File: src/rtl/irqm_pkg.sv
// Package: shared address map and command encoding for the interrupt mask controller.
// Assumes at most 16 sources, so a source index fits in the low 4 address bits.
package irqm_pkg;
    localparam int ADDR_W   = 6;
    localparam int MAX_SRC  = 16;
    localparam int DATA_W   = 32;

    typedef logic [ADDR_W-1:0] addr_t;

    // Region bases; the source index occupies addr[3:0]
    localparam addr_t MASK_ADDR = 6'h00;
    localparam addr_t CNT_BASE  = 6'h10;
    localparam addr_t ACK_BASE  = 6'h20;

    // 2-bit per-source mask command
    typedef enum logic [1:0] {
        CMD_KEEP0  = 2'b00,
        CMD_UNMASK = 2'b01,
        CMD_MASK   = 2'b10,
        CMD_KEEP1  = 2'b11
    } mask_cmd_e;
endpackage

File: src/rtl/irqm_src.sv
// Module: state of one interrupt source: event counter, acknowledged value and mask bit.
// Assumes the command field is only sampled when cmd_we is high; the reset state is masked.
module irqm_src #(
    parameter int CNT_W = 32
) (
    input  logic             clk,
    input  logic             rst_n,
    input  logic             evt,
    input  logic             ack_we,
    input  logic [CNT_W-1:0] ack_val,
    input  logic             cmd_we,
    input  logic [1:0]       cmd,
    output logic [CNT_W-1:0] cnt,
    output logic [CNT_W-1:0] ack,
    output logic             masked,
    output logic             active
);
    import irqm_pkg::*;

    // Event counter: one step per event cycle, wraps naturally
    always_ff @(posedge clk) begin
        if (!rst_n) cnt <= '0;
        else if (evt) cnt <= cnt + CNT_W'(1);
    end

    // Acknowledged count, loaded by the host
    always_ff @(posedge clk) begin
        if (!rst_n) ack <= '0;
        else if (ack_we) ack <= ack_val;
    end

    // Mask bit, driven by the 2-bit command
    always_ff @(posedge clk) begin
        if (!rst_n) masked <= 1'b1;
        else if (cmd_we) begin
            case (mask_cmd_e'(cmd))
                CMD_UNMASK: masked <= 1'b0;
                CMD_MASK:   masked <= 1'b1;
                default:    masked <= masked;
            endcase
        end
    end

    // Pending and not masked
    always_comb active = (cnt != ack) && !masked;
endmodule

File: src/rtl/irqm_rd_mux.sv
// Module: read-data selection over mask, counter and acknowledge regions.
// Assumes NUM_SRC <= 16; unmapped addresses and empty slots read as zero.
module irqm_rd_mux #(
    parameter int NUM_SRC = 16,
    parameter int CNT_W   = 32
) (
    input  irqm_pkg::addr_t                 addr,
    input  logic [NUM_SRC-1:0][CNT_W-1:0]  cnt_all,
    input  logic [NUM_SRC-1:0][CNT_W-1:0]  ack_all,
    input  logic [NUM_SRC-1:0]             mask_vec,
    output logic [irqm_pkg::DATA_W-1:0]    rdata
);
    import irqm_pkg::*;

    // Region decode, then slot select
    always_comb begin
        rdata = '0;
        if (addr == MASK_ADDR) begin
            rdata[NUM_SRC-1:0] = mask_vec;
        end else begin
            for (int s = 0; s < NUM_SRC; s++) begin
                if (addr == CNT_BASE + addr_t'(s)) rdata[CNT_W-1:0] = cnt_all[s];
                if (addr == ACK_BASE + addr_t'(s)) rdata[CNT_W-1:0] = ack_all[s];
            end
        end
    end
endmodule

File: src/rtl/irq_mask_ctrl.sv
// Module: top of the per-source interrupt mask controller.
// Holds one irqm_src per source, decodes register writes and registers the merged line.
// Assumes NUM_CH <= 15 and CNT_W <= 32.
module irq_mask_ctrl #(
    parameter int NUM_CH = 15,
    parameter int CNT_W  = 32
) (
    input  logic        clk,
    input  logic        rst_n,
    input  logic [NUM_CH:0] evt_i,
    input  logic        reg_wr,
    input  logic [5:0]  reg_addr,
    input  logic [31:0] reg_wdata,
    output logic [31:0] reg_rdata,
    output logic        irq_o
);
    import irqm_pkg::*;

    localparam int NUM_SRC = NUM_CH + 1;

    logic [NUM_SRC-1:0][CNT_W-1:0] cnt_all;
    logic [NUM_SRC-1:0][CNT_W-1:0] ack_all;
    logic [NUM_SRC-1:0]            mask_vec;
    logic [NUM_SRC-1:0]            act_vec;
    logic [NUM_SRC-1:0]            ack_we;
    logic                          mask_we;

    // Mask command write strobe
    always_comb mask_we = reg_wr && (reg_addr == MASK_ADDR);

    // Per-source slots with their own ack strobe and command field
    for (genvar s = 0; s < NUM_SRC; s++) begin : g_src
        assign ack_we[s] = reg_wr && (reg_addr == CNT_BASE + addr_t'(s));

        irqm_src #(.CNT_W(CNT_W)) u_src (
            .clk     (clk),
            .rst_n   (rst_n),
            .evt     (evt_i[s]),
            .ack_we  (ack_we[s]),
            .ack_val (reg_wdata[CNT_W-1:0]),
            .cmd_we  (mask_we),
            .cmd     (reg_wdata[2*s+1:2*s]),
            .cnt     (cnt_all[s]),
            .ack     (ack_all[s]),
            .masked  (mask_vec[s]),
            .active  (act_vec[s])
        );
    end

    irqm_rd_mux #(.NUM_SRC(NUM_SRC), .CNT_W(CNT_W)) u_rd (
        .addr     (reg_addr),
        .cnt_all  (cnt_all),
        .ack_all  (ack_all),
        .mask_vec (mask_vec),
        .rdata    (reg_rdata)
    );

    // Registered interrupt line
    always_ff @(posedge clk) begin
        if (!rst_n) irq_o <= 1'b0;
        else        irq_o <= |act_vec;
    end
endmodule

File: config.mk
export PLATFORM = sky130hd
export DESIGN_NAME = irq_mask_ctrl
export DESIGN_NICKNAME = d
export VERILOG_FILES = /design/src/rtl/irqm_pkg.sv /design/src/rtl/irqm_src.sv /design/src/rtl/irqm_rd_mux.sv /design/src/rtl/irq_mask_ctrl.sv
export SDC_FILE = /design/constraint.sdc
export NUM_CORES = 2
export LEC_CHECK = 0
export ABC_CLOCK_PERIOD_IN_PS = 3500
export CORE_MARGIN = 3
export CORE_UTILIZATION = 27
export CTS_BUF_LIST = sky130_fd_sc_hd__clkbuf_4
export DETAILED_ROUTE_END_ITERATION = 8
export PLACE_DENSITY = 0.4
export SYNTH_ARGS = -nofsm -noshare
export SYNTH_HDL_FRONTEND = slang
export SYNTH_SLANG_ARGS = --single-unit
File: constraint.sdc
create_clock -name clk -period 3.5 [get_ports clk]
set_input_delay 0.35 -clock clk [delete_from_list [all_inputs] [get_ports clk]]
set_output_delay 0.35 -clock clk [all_outputs]
set_load 0.1 [all_outputs]
[Word-level counts from Yosys, hierarchy flattened]
Cells that the tools add are included.
Operators by class
  $add $sub $neg: 16
  eq/ne operators: 80
  mux-type cells: 50
  reductions and logical operators: 83
Operators with widths (count)
  two-way mux 32 bit: 32
  adder 32 x 1 -> 32 bit (second input constant): 16
  != test 32 bit: 16
  == test 6 x 5 -> 1 bit (second input constant): 16
  == test 6 bit (second input constant): 16
  logical AND 1 bit: 33
  == test 2 x 1 -> 1 bit (second input constant): 16
  == test 2 bit (second input constant): 16
  two-way mux 16 bit: 2
  case mux 1 bit (2 select lines): 16
  AND reduction 2 bit: 16
  nonzero test 2 bit: 16
  zero test 1 bit: 16
  OR reduction 16 bit: 1
  zero test 6 bit: 1
Storage, ports and cells
  register bits after elaboration: 1041
  bits of input ports: 57
  output and inout port bits: 33
  word-level logic and storage cells: 278

[Logic depth before layout (Yosys ltp)]
  depth after elaboration: 34
  depth in mapped cells: 12
  depth with buffers taken out: 9

[Cells and area by module]
Synthesis repeated with hierarchy kept, for this count alone.
Second synthesis, totals
  cell total of the unflattened synthesis: 6699
  area, all modules: 58312.2 um^2
By module, submodules not included
  irqm_src at g_src[0].u_src ...: instances 15, cells an instance 333, area each 3110.5 um^2, sequential area each 1301.2 um^2
  irqm_rd_mux: instances 1, cells an instance 1341, area each 8376.8 um^2, sequential area each 0.0 um^2
  irqm_src at g_src[9].u_src: instances 1, cells an instance 330, area each 3052.9 um^2, sequential area each 1301.2 um^2
  irq_mask_ctrl: instances 1, cells an instance 33, area each 225.2 um^2, sequential area each 20.0 um^2

[Worst setup path before layout]
Ideal clock, no wire load.
  path type: input port to output port
  from: in reg_addr[2]
  to: out reg_rdata[2]
  data arrival time: 6516 ps
  data required time: 3150 ps
  path slack: -3366 ps
  stages on the path: 9
  path buffers: 4
  cells stage by stage: buf_2 -> buf_4 -> and4bb_2 -> clkbuf_1 -> clkbuf_1 -> a211oi_1 -> o211ai_1 -> a211oi_1 -> a2111oi_0
Between the ends
  word-level cells in the longest chain between the ends: 34
  elaborated cells on any way between the ends: 66
  those cells by class: 32 x eq/ne; 33 x mux; 1 x reduce/logical
RTL lines
  start: declaration: line irq_mask_ctrl.sv:12  | input logic [5:0] reg_addr,
  == test 6 x 5 -> 1 bit: line irqm_rd_mux.sv:22  | if (addr == CNT_BASE + addr_t'(s)) rdata[CNT_W-1:0] = cnt_all[s];
  two-way mux 32 bit: line irqm_rd_mux.sv:22
  two-way mux 32 bit: line irqm_rd_mux.sv:23  | if (addr == ACK_BASE + addr_t'(s)) rdata[CNT_W-1:0] = ack_all[s];
  two-way mux 32 bit: line irqm_rd_mux.sv:22
  two-way mux 32 bit: line irqm_rd_mux.sv:23
  two-way mux 32 bit: line irqm_rd_mux.sv:22
  two-way mux 32 bit: line irqm_rd_mux.sv:23
  two-way mux 32 bit: line irqm_rd_mux.sv:22
  (+18 left out)
  two-way mux 32 bit: line irqm_rd_mux.sv:23
  two-way mux 32 bit: line irqm_rd_mux.sv:22
  two-way mux 32 bit: line irqm_rd_mux.sv:23
  two-way mux 32 bit: line irqm_rd_mux.sv:22
  two-way mux 32 bit: line irqm_rd_mux.sv:23
  two-way mux 32 bit: line irqm_rd_mux.sv:22
  two-way mux 32 bit: line irqm_rd_mux.sv:23
  two-way mux 16 bit (*): line irqm_rd_mux.sv:18  | if (addr == MASK_ADDR) begin
  end: declaration: line irq_mask_ctrl.sv:14  | output logic [31:0] reg_rdata,
Mark *: on every way between the ends. The rest lies on a longest branch, timed or not.

[Worst setup path in the final report]
  from: reg g_src[1].u_src.ack[13]
  to: out reg_rdata[13]
Between the ends
  word-level cells in the longest chain between the ends: 30
RTL lines
  start: declaration: line irqm_src.sv:14  | output logic [CNT_W-1:0] ack,
  start signal: assignment: line irqm_src.sv:29  | else if (ack_we) ack <= ack_val;
  two-way mux 32 bit: line irqm_rd_mux.sv:23
  two-way mux 32 bit: line irqm_rd_mux.sv:22
  two-way mux 32 bit: line irqm_rd_mux.sv:23
  two-way mux 32 bit: line irqm_rd_mux.sv:22
  two-way mux 32 bit: line irqm_rd_mux.sv:23
  two-way mux 32 bit: line irqm_rd_mux.sv:22
  two-way mux 32 bit: line irqm_rd_mux.sv:23
  two-way mux 32 bit: line irqm_rd_mux.sv:22
  (+14 left out)
  two-way mux 32 bit: line irqm_rd_mux.sv:23
  two-way mux 32 bit: line irqm_rd_mux.sv:22
  two-way mux 32 bit: line irqm_rd_mux.sv:23
  two-way mux 32 bit: line irqm_rd_mux.sv:22
  two-way mux 32 bit: line irqm_rd_mux.sv:23
  two-way mux 32 bit: line irqm_rd_mux.sv:22
  two-way mux 32 bit: line irqm_rd_mux.sv:23
  two-way mux 16 bit: line irqm_rd_mux.sv:18
No other way between the ends.

==> results.cfg <==
[critical_path]
cp_data_arrival_time_ns = 3.89
cp-startpoint = g_src[1].u_src.ack[13]
crit_cells = 8
rr_startpoint = g_src[9].u_src.ack[6]
ff2ff_setup_slack_ns = 0.13
critical_path.top_delay_family = compound AO/OA/AOI/OAI gates
path_cells = a32o_2 -> a221oi_4 -> a21oi_2 -> o211ai_1 -> a211oi_2 -> o21ai_2 -> a31oi_4 -> buf_12
startpoint_type = flop
rr_endpoint = irq_o
reg2reg_depth = 11
cp.buffers_inverters = 1
path_class = reg -> out
worst_setup_path_end_kind = output pin
critical-path-slowest-cell = o211ai_1
crit_path_max_incr_delay_ns = 0.62
crit_required_ns = 3.15
crit_fanout = 2
crit_end = reg_rdata[13]

[timing]
rsz0062_at_grt = true
timing.slew.headroom_pct = 28.0
min_period_over_period_pct = 121
final.min_clock_period_ns = 4.24
tightest_slew_ns = 1.07
drv_slew = 0
hold_viol_final = 0
fin_skew_ns = 0.107
finalSetupViolCount = 32
fmax_ghz = 0.236
timing.final.ws_setup_ns = -0.741

[global_route]
overflow = 0
antenna_found_initial = 29
grt_usage_pct = 31.0
grt_max_degree = 121
grt_pass1_vias = 56355
grt_pass1_wl_um = 471000

[final_layout]
nets = 8157
drive_above_1_share_pct = 25.9
final_common_cell = nand2_1
mostFrequentLayoutCells = nand2_1, buf_4, xnor2_1, dfxtp_1, a21boi_0
fin_cells = 11053
syn_to_final_growth_pct = 33.0

[synthesis]
seq_area_frac_synth_pct = 36.6
yosysWarnings = 0
synth_ff_type = dfxtp_1
synth.avg_cell_area_um2 = 8.05
yosys.area.top_type_share_pct = 36.6
synth_cell_type_count = 85
synth_edf_count = 0
synthArstFlopShare_pct = 0
syn_nets = 7166
synth_area_leader_cell = dfxtp_1
synth-seq-cells = 1041
synth_area_leaders = dfxtp_1, xnor2_1, nand2_1
syn_inst = 7077
synth_area_um2 = 57000

[pwr]
clkPwrFrac_pct = 44.8
p_seq_share_pct = 44.9
combPwrFrac_pct = 10.4
p_int_uw = 18900
power_uw = 26700
p_switching_uw = 7860
p_leak_uw = 0.0274
ir_worst_vdd_uv = 374
power_density_nw_per_um2 = 353
netSwitchingFraction_pct = 29.4

[place]
dp_cells = 10365
port_buffers = 89
gp_congestion = 1.00
dpl.hpwl_um = 263000

[clock_network]
cts_max_level = 5
cts.sinks = 1041
clock-root-buffer = clkbuf_4
cts_inserted_buffers = 339
insertion_delay_ns = 1.39
path_clk_slew_ns = 0.06
cts_tree = done
cts_buffer_depth = 4

[detailed_routing]
postRouteAntennaNets = 0
drt-wirelength-per-cell_um = 31.4
drt_wl_total_um = 347000
drc_errors = 0
drt-vias-per-instance = 5.46
drt-initial-drc-count = 7999
route.vias.total = 60387
firstDrtPassIters = 8

[worst_hold_path]
hp-class = in -> reg
hold_depth = 5
holdCritStartpoint = reg_wdata[3]

[status]
outcome = complete, but fails checks
violations = setup timing

[floorplanning]
die_area_um2 = 217000
num_rows = 167
dieHeight_um = 465
initial_utilization_pct = 27.3
core_area_um2 = 209000
ioPinCount = 90
fp.dieW_um = 465

[flow_run]
cap_violations = 0
## logic make-up (layout without fill, tap and decap cells)
family          after synthesis  in the layout  share of synthesized area, %
flops                      1041           1041                          36.6
compound gates             1451           1451                          18.2
fa+ha+maj                    32             32                         0.703
buf+inv                     612           1787                          4.23
simple gates               2974           2974                          25.3
mux                          37             37                         0.661
other cells                   0             13                             0
xor+xnor                    930            930                          14.3
## Yosys cell counts, types with 16 or more instances
cell	number
a22oi_1	141
inv_1	45
a21oi_1	123
a222oi_1	37
buf_2	65
a2111oi_0	16
o221ai_1	36
clkbuf_1	481
and4_1	33
nor4_1	54
and3_1	116
or3_1	86
a31oi_1	26
ha_1	32
a21boi_0	584
xor2_1	100
mux2i_1	32
a221oi_1	61
o21ai_0	198
xnor2_1	830
a221o_1	29
nand4_1	246
nor2b_1	45
nand3_1	218
nor2_1	230
nor3_1	52
o211ai_1	22
dfxtp_1	1041
and2_1	429
o22ai_1	53
a22o_1	24
a211oi_1	26
nand2_1	1407
## power groups by stage
| stage | registers [uW] | clock network (uW) | logic (uW) |
|---|---|---|---|
| 6_report | 12000 | 12000 | 2770 |
| 5_1_grt | 12000 | 13000 | 2800 |
| 4_1_cts | 12000 | 12300 | 2680 |
| 3_5_place_dp | 12300 | 0 | 2460 |
| 3_3_place_gp | 12300 | 0 | 2460 |
| 2_1_floorplan | 12200 | 0 | 1040 |
## final cells by class
class | count | area (um^2)
flip-flops and latches | 1041 | 21300
well taps | 2788 | 3490
inverters | 45 | 169
repair buffers | 1217 | 10800
diodes | 13 | 32.5
multi-input cells | 5424 | 36200
clock buffers | 460 | 3450
clock inverters | 65 | 284
fillers | 22102 | 133000
## worst min path at each step
| stage | end | slack (ns) |
|---|---|---|
| after floorplan | g_src[2].u_src.ack[8] | 0.46 |
| after global placement | g_src[12].u_src.ack[17] | 0.48 |
| after detailed placement | g_src[7].u_src.ack[13] | 0.49 |
| after CTS | g_src[9].u_src.ack[5] | 0.0003 |
| after global routing | g_src[1].u_src.masked | 0.06 |
| final | g_src[1].u_src.masked | 0.12 |
## tightest hold or removal path, delay by kind of cell
family / cells / cell delay, ns
and+or+nand+nor: 2 / 0.14
buffers and inverters: 2 / 0.74
adders and majority gates: 1 / 0.22
## registers in the layout (all words and copies together) (netlist names)
| signal | count |
|---|---|
| g_src.u_src.masked | 16 |
| g_src.u_src.ack | 512 |
| g_src.u_src.cnt | 512 |
| irq_o | 1 |
## per-layer routing
metal | wire length, um | global-route usage [%]
met1 | 151000 | 43.1
met2 | 144000 | 45.2
met3 | 32300 | 6.25
met4 | 20000 | 15.5
met5 | 49 | 0
## timing repair
item | in CTS | in global routing
endpoints found under the hold margin | 1041 | 0
gates resized for setup | 659 | 146
buffers inserted | 68 | 34
hold buffers | 93 | 0
endpoints found under the setup margin | 32 | 32
cloned | 1 | 0
pin swaps | 197 | 126
## per-stage QoR
stage / util (%) / worst slack (ns) / hold WS [ns] / TNS (ns) / area (um^2)
5_1_grt: 36.3 / -0.745 / 0.0582 / -15.17 / 75700
6_report: 36.3 / -0.741 / 0.119 / -12.37 / 75800
4_1_cts: 35.9 / -0.788 / 0.000255 / -15.96 / 75000
3_5_place_dp: 32.4 / -1.58 / 0.487 / -32.50 / 67600
2_1_floorplan: - / -0.587 / 0.465 / -0.587 / 57100
3_3_place_gp: 32.4 / -2.10 / 0.476 / -32.52 / 67600
(Power assumes the default switching activity.)
